**config.mk**
```make
export PLATFORM = sky130hd
export DESIGN_NAME = prescaled_timer
export DESIGN_NICKNAME = d
export VERILOG_FILES = /design/src/rtl/ptc_pkg.sv /design/src/rtl/ptc_prescaler.sv /design/src/rtl/ptc_setup_window.sv /design/src/rtl/ptc_counter.sv /design/src/rtl/prescaled_timer.sv
export SDC_FILE = /design/constraint.sdc
export NUM_CORES = 1
export LEC_CHECK = 0
export BUFFER_PORTS_ARGS = -buffer_cell sky130_fd_sc_hd__buf_4
export CAP_MARGIN = 25
export CELL_PAD_IN_SITES_DETAIL_PLACEMENT = 1
export CELL_PAD_IN_SITES_GLOBAL_PLACEMENT = 1
export CORE_MARGIN = 3
export CORE_UTILIZATION = 43
export DETAILED_ROUTE_END_ITERATION = 8
export PLACE_DENSITY_LB_ADDON = 0.25
export SYNTH_ARGS = -nofsm -noshare
export SYNTH_HDL_FRONTEND = slang
export SYNTH_HIERARCHICAL = 1
export SYNTH_SLANG_ARGS = --single-unit
```
**constraint.sdc**
```tcl
create_clock -name clk -period 3 [get_ports clk]
set_clock_uncertainty 0.1 [all_clocks]
set_input_delay 0.6 -clock clk [delete_from_list [all_inputs] [get_ports clk]]
set_output_delay 0.6 -clock clk [all_outputs]
set_load 0.02 [all_outputs]
```
**src/rtl/ptc_pkg.sv**
```systemverilog
package ptc_pkg;
  localparam logic [1:0] ADDR_CNT_HI = 2'd0;
  localparam logic [1:0] ADDR_CNT_LO = 2'd1;
  localparam logic [1:0] ADDR_CTRL   = 2'd2;
  localparam logic [1:0] ADDR_FLAG   = 2'd3;

  typedef enum logic [1:0] {
    DIV_1  = 2'd0,
    DIV_4  = 2'd1,
    DIV_8  = 2'd2,
    DIV_16 = 2'd3
  } div_sel_e;

  // number of prescaler bits that must all be 1 for a tick
  function automatic int unsigned div_shift(div_sel_e s);
    case (s)
      DIV_1:   return 0;
      DIV_4:   return 2;
      DIV_8:   return 3;
      default: return 4;
    endcase
  endfunction
endpackage

```
**src/rtl/ptc_prescaler.sv**
```systemverilog
module ptc_prescaler
  import ptc_pkg::*;
#(
  parameter int MAX_SHIFT = 4
) (
  input  logic     clk,
  input  logic     rst_n,
  input  div_sel_e sel,
  output logic     tick
);
  logic [MAX_SHIFT-1:0] pcnt;
  logic [MAX_SHIFT-1:0] mask;

  always_ff @(posedge clk or negedge rst_n) begin
    if (!rst_n) pcnt <= '0;
    else        pcnt <= pcnt + 1'b1;
  end

  always_comb begin
    mask = MAX_SHIFT'((1 << div_shift(sel)) - 1);
    tick = &(pcnt | ~mask);
  end
endmodule

```
**src/rtl/ptc_setup_window.sv**
```systemverilog
module ptc_setup_window #(
  parameter int WINDOW = 64
) (
  input  logic clk,
  input  logic rst_n,
  input  logic wr_req,
  output logic accept,
  output logic locked
);
  localparam int WIN_W = $clog2(WINDOW + 1);

  logic [WIN_W-1:0] elapsed;
  logic             written;

  always_ff @(posedge clk or negedge rst_n) begin
    if (!rst_n) begin
      elapsed <= '0;
      written <= 1'b0;
    end else begin
      if (elapsed != WIN_W'(WINDOW)) elapsed <= elapsed + 1'b1;
      if (accept) written <= 1'b1;
    end
  end

  assign locked = written || (elapsed == WIN_W'(WINDOW));
  assign accept = wr_req && !locked;
endmodule

```
**src/rtl/ptc_counter.sv**
```systemverilog
module ptc_counter #(
  parameter int          W      = 16,
  parameter logic [W-1:0] PRESET = 16'hFFF8
) (
  input  logic         clk,
  input  logic         rst_n,
  input  logic         tick,
  input  logic         preset,
  output logic [W-1:0] value,
  output logic         wrap
);
  always_ff @(posedge clk or negedge rst_n) begin
    if (!rst_n)      value <= '0;
    else if (preset) value <= PRESET;
    else if (tick)   value <= value + 1'b1;
  end

  assign wrap = tick && !preset && (&value);
endmodule

```
**src/rtl/prescaled_timer.sv**
```systemverilog
module prescaled_timer
  import ptc_pkg::*;
#(
  parameter int             CNT_W      = 16,
  parameter logic [CNT_W-1:0] PRESET_VAL = 16'hFFF8,
  parameter int             WINDOW     = 64,
  parameter int             MAX_SHIFT  = 4
) (
  input  logic             clk,
  input  logic             rst_n,
  input  logic             test_mode,
  input  logic             bus_sel,
  input  logic             bus_wr,
  input  logic [1:0]       bus_addr,
  input  logic [7:0]       bus_wdata,
  output logic [7:0]       bus_rdata,
  output logic [CNT_W-1:0] count,
  output logic             irq
);
  localparam int BYTE = 8;

  logic     tick, wrap, accept, sel_locked;
  logic     ovf_flag, ovf_ie;
  div_sel_e pre_sel;
  logic [BYTE-1:0] lo_hold;

  logic rd_hi, wr_hi, wr_ctrl, wr_flag;
  assign rd_hi   = bus_sel && !bus_wr && (bus_addr == ADDR_CNT_HI);
  assign wr_hi   = bus_sel &&  bus_wr && (bus_addr == ADDR_CNT_HI);
  assign wr_ctrl = bus_sel &&  bus_wr && (bus_addr == ADDR_CTRL);
  assign wr_flag = bus_sel &&  bus_wr && (bus_addr == ADDR_FLAG);

  ptc_prescaler #(.MAX_SHIFT(MAX_SHIFT)) u_pre (
    .clk(clk), .rst_n(rst_n), .sel(pre_sel), .tick(tick)
  );

  ptc_setup_window #(.WINDOW(WINDOW)) u_win (
    .clk(clk), .rst_n(rst_n), .wr_req(wr_ctrl),
    .accept(accept), .locked(sel_locked)
  );

  ptc_counter #(.W(CNT_W), .PRESET(PRESET_VAL)) u_cnt (
    .clk(clk), .rst_n(rst_n), .tick(tick),
    .preset(wr_hi && test_mode), .value(count), .wrap(wrap)
  );

  // snapshot of the low byte, deliberately left out of reset
  always_ff @(posedge clk) begin
    if (rd_hi) lo_hold <= count[BYTE-1:0];
  end

  always_ff @(posedge clk or negedge rst_n) begin
    if (!rst_n) begin
      ovf_ie  <= 1'b0;
      pre_sel <= DIV_1;
    end else begin
      if (wr_ctrl) ovf_ie  <= bus_wdata[7];
      if (accept)  pre_sel <= div_sel_e'(bus_wdata[1:0]);
    end
  end

  always_ff @(posedge clk or negedge rst_n) begin
    if (!rst_n)                       ovf_flag <= 1'b0;
    else if (wrap)                    ovf_flag <= 1'b1;
    else if (wr_flag && bus_wdata[7]) ovf_flag <= 1'b0;
  end

  always_comb begin
    case (bus_addr)
      ADDR_CNT_HI: bus_rdata = count[CNT_W-1 -: BYTE];
      ADDR_CNT_LO: bus_rdata = lo_hold;
      ADDR_CTRL:   bus_rdata = {ovf_ie, 5'b0, pre_sel};
      default:     bus_rdata = {ovf_flag, 7'b0};
    endcase
  end

  assign irq = ovf_flag && ovf_ie;
endmodule

```
Word level (Yosys, flattened, before mapping)
Cells that the tools add are included.
{ "word_totals": {"in_bits": 15, "register_bits": 40, "out_inout_bits": 25} }
{ "classes": {"n_reduce_logical": 22, "shift": 1, "n_addsub": 4, "n_eq_ne": 7, "mux": 6, "n_bitwise": 2} }
{ "op_table": {"columns": ["cell", "n"], "rows": [
  ["16-bit two-way mux", 2],
  ["8-bit case mux with 3 select lines", 1],
  ["16-bit by 1-bit adder with 16-bit output, second input constant", 1],
  ["16-bit AND reduction", 1],
  ["1-bit logical AND", 12],
  ["3-bit case mux with 3 select lines", 1],
  ["7-bit by 1-bit adder with 7-bit output, second input constant", 1],
  ["7-bit equality test, second input constant", 1],
  ["7-bit != test, second input constant", 1],
  ["2-bit equality test, second input constant", 3],
  ["4-bit by 1-bit adder with 4-bit output, second input constant", 1],
  ["2-bit by 1-bit equality test with 1-bit output, second input constant", 2],
  ["2-bit zero test", 2],
  ["4-bit inverter", 1],
  ["4-bit OR", 1],
  ["4-bit AND reduction", 1],
  ["2-bit nonzero test", 2],
  ["1-bit by 3-bit << shifter with 4-bit output, first input constant", 1],
  ["4-bit by 2-bit subtractor with 4-bit output, second input constant", 1],
  ["1-bit zero test", 3],
  ["1-bit two-way mux", 2],
  ["1-bit logical OR", 1]
]} }

Longest topological paths before layout
{ "logic_depth": {"ltp_word": 10, "mapped_depth": 9} }

By module
Netlist, hierarchy kept.
{ "modules_own_cells": {"columns": ["module", "cells_each", "area_each_um2", "n_inst"], "rows": [
  ["ptc_counter", 81, 857.1, 1],
  ["prescaled_timer", 42, 614.3, 1],
  ["ptc_setup_window", 30, 382.9, 1],
  ["ptc_prescaler", 12, 157.7, 1]
]} }

Worst setup path before layout
OpenSTA, ideal clock, no wires.
{ "synth_timing": {"path_kind": "flip-flop to flip-flop", "from": "register pre_sel[1]", "to": "register ovf_flag", "setup_slack_ns": 0.811, "t_arrival_ns": 2.007, "period_less_slack_ns": 2.189, "setup_ns": 0.082, "stages_incl_launch_ff": 10, "required_time_ns": 2.818, "path_cell_list": "dfrtp_1 > inv_1 > o211ai_1 > a22oi_1 > buf_2 > nand2_1 > or4_4 > nor3_2 > and4b_2 > a31oi_1"} }
{ "synth_via": {"elab_chain_cells": 10} }
{ "synth_lines": {"columns": ["element", "line_no", "rtl"], "rows": [
  ["start, declared", "prescaled_timer.sv:24", "div_sel_e pre_sel;"],
  ["start signal, assigned", "prescaled_timer.sv:58", "if (accept) pre_sel <= div_sel_e'(bus_wdata[1:0]);"],
  ["2-bit equality test (tied with other cells)", "ptc_pkg.sv:16", "case (s)"],
  ["3-bit case mux with 3 select lines *", "ptc_pkg.sv:16", null],
  ["1-bit by 3-bit << shifter with 4-bit output *", "ptc_prescaler.sv:20", "mask = MAX_SHIFT'((1 << div_shift(sel)) - 1);"],
  ["4-bit by 2-bit subtractor with 4-bit output *", "ptc_prescaler.sv:20", null],
  ["4-bit inverter *", "ptc_prescaler.sv:21", "tick = &(pcnt | ~mask);"],
  ["4-bit OR *", "ptc_prescaler.sv:21", null],
  ["4-bit AND reduction *", "ptc_prescaler.sv:21", null],
  ["named net tick", "prescaled_timer.sv:22", "logic tick, wrap, accept, sel_locked;"],
  ["1-bit logical AND * (2 in series)", "ptc_counter.sv:18", "assign wrap = tick && !preset && (&value);"],
  ["named net wrap", "prescaled_timer.sv:22", null],
  ["1-bit two-way mux / 2-bit nonzero test (equally long branches)", null, null],
  ["end signal, assigned", "prescaled_timer.sv:63", "if (!rst_n) ovf_flag <= 1'b0;"],
  ["end signal, assigned", "prescaled_timer.sv:64", "else if (wrap) ovf_flag <= 1'b1;"],
  ["end signal, assigned", "prescaled_timer.sv:65", "else if (wr_flag && bus_wdata[7]) ovf_flag <= 1'b0;"],
  ["end, declared", "prescaled_timer.sv:23", "logic ovf_flag, ovf_ie;"]
]} }
Mark *: on every way through the listed nets, which the timed path passes. The rest lies on a longest branch.
A chain may end at the register's enable or synchronous reset.

Final worst setup path
Ends and elaborated chain as after synthesis.

==> flow_summary_export.csv <==
group,metric,value,unit
setup_path,worstSetupPathType,"reg -> reg",
finish,fill_cells,467,
sta,fmax,406.5,MHz
global_route,grt_usage,0.1860,
global_route,grt_pass1_wl,7721,um
die,die_x,74.28,um
placement,post_dp_cell_area,2305,um2
placement,gp_congestion,0.7375,
clocking,clock-root-buffer,"clkbuf_8",
finish,final_cell_mix,"buf_4, dfrtp_1, nor2_1",
clocking,cts_num_sinks,40,
die,core-area,4414,um2
route,via_per_inst,5.573,
clocking,ctsHoldBuffers,0,
sta,rsz0062_at_grt,"false",
run,drv_cap,0,
hold_path,min_path_type,"in -> async",
synthesis,netlist_instances,164,
finish,drive_gt1_frac,0.3251,
global_route,grt_max_degree,33,
synthesis,synth_area,2004,um2
die,dieHeight,74.28,um
finish,nNetsFinal,221,
finish,final_common_cell,"buf_4",
clocking,cts_buffers,5,
status,status,"finished, final reports clean",
clocking,cts_tree,"yes",
clocking,cts_htree_levels,2,
synthesis,syn_nets,183,
setup_path,worst-r2r-cell-count,9,
sta,tns,0,ps
route,vias,1421,
clocking,cts_buffer_depth,2,
sta,slew_headroom,0.7213,
global_route,grt_pass1_vias,1527,
clocking,post_cts_buffers,0,
clocking,insertion_delay,280,ps
route,first_iter_violations,65,
sta,worstMarginPinSlew,418.1,ps
global_route,antenna_found_initial,0,
route,routed_wl,4594,um
placement,dp_hpwl,3457,um
route,drcViolationCount,0,
placement,dpl.cell_count,247,
die,row_count,24,
finish,diodes,0,
synthesis,ys_warn_count,6,
finish,finalNonFillerCells,255,
sta,setup_viol,0,
synthesis,avgSynthCellArea,12.22,um2
setup_path,cp_max_fo,6,
power_and_ir_drop,powerDensity,816.1,nW/um2
die,die_area,5517,um2
clocking,clkTransAtPathRegs,70,ps
die,start_util,0.4541,
setup_path,arrival,2570,ps
sta,fin_crit_sh,0.8199,
route,final_antenna_net_count,0,
setup_path,cp.required,3110,ps
power_and_ir_drop,ir_drop,0.0004655,V
setup_path,startpoint_type,"register",
placement,port_buffers,34,
route,wl_per_cell,18.02,um
die,io_pins,40,
clocking,cts_resized,0,
global_route,grt_remaining_overflow,0,
sta,fin_crit,2460,ps
route,first_pass_iters,4,
finish,areaGrowthSynthToFinish,19.23,%
setup_path,end_kind,"register",
sta,drv_slew,0,
finish,final_area,2390,um2
power_and_ir_drop,cellLeakagePower,1.051,nW
sta,hold_violations,0,
state kept, by name, summed over array words and instances (netlist names):
| register | cells |
|---|---|
| ovf_ie | 1 |
| u_cnt/value | 16 |
| ovf_flag | 1 |
| u_win/written | 1 |
| lo_hold | 8 |
| pre_sel | 2 |
| u_win/elapsed | 7 |
| u_pre/pcnt | 4 |
cell type report:
type	count	area, um2	share of cell area
Multi-Input combinational cell	113	902.1	0.3775
Clock inverter	2	12.51	0.005236
Inverter	5	18.77	0.007853
Sequential cell	40	1041	0.4356
Clock buffer	6	72.57	0.03037
Tap cell	52	65.06	0.02723
Timing Repair Buffer	37	277.8	0.1162
through the flow:
stage	setup WS [ps]	power (mW)	utilization	hold slack (ps)
2_1_floorplan	810.8	1.308	-	204.4
3_3_place_gp	608.9	1.583	0.5221	333.1
3_5_place_dp	544.4	1.625	0.5221	338.9
4_1_cts	515.7	1.975	0.5414	156.5
5_1_grt	412.9	2.089	0.5414	157.4
6_report	540.3	1.950	0.5414	141.0
report_power, final:
group | leakage, nW | internal [mW] | switching (mW)
clock network | 0.0412 | 0.162 | 0.180
registers | 0.435 | 0.685 | 0.182
logic | 0.575 | 0.330 | 0.410
total | 1.05 | 1.18 | 0.772
layer usage:
layer | track usage | wire [um]
met1 | 0.2422 | 1943
met3 | 0.04595 | 205
met4 | 0.04545 | 31
met5 | 0 | 0
met2 | 0.3140 | 2414
worst paths after layout:
check,start,end,slack (ps)
max,pre_sel[1]$_DFFE_PN0P_,ovf_flag$_DFFE_PN0P_,540
min in group clk,u_win/written$_DFFE_PN0P_,u_win/written$_DFFE_PN0P_,350
max reg2reg,pre_sel[1]$_DFFE_PN0P_,ovf_flag$_DFFE_PN0P_,540
min reg2reg,u_win/written$_DFFE_PN0P_,u_win/written$_DFFE_PN0P_,350
max in group asynchronous,rst_n,u_win/elapsed[6]$_DFFE_PN0P_,2350
min,rst_n,u_pre/pcnt[0]$_DFF_PN0_,140
critical path, cell delays in order (launching register included):
cell and delay (ps):
dfrtp_1 410, inv_1 70, o211ai_1 100, a22oi_1 230
buf_4 200, nand2_1 100, or4_4 540, nor3_2 220
and4b_2 250, a31oi_1 170
Power figures use the tool's default switching activity.
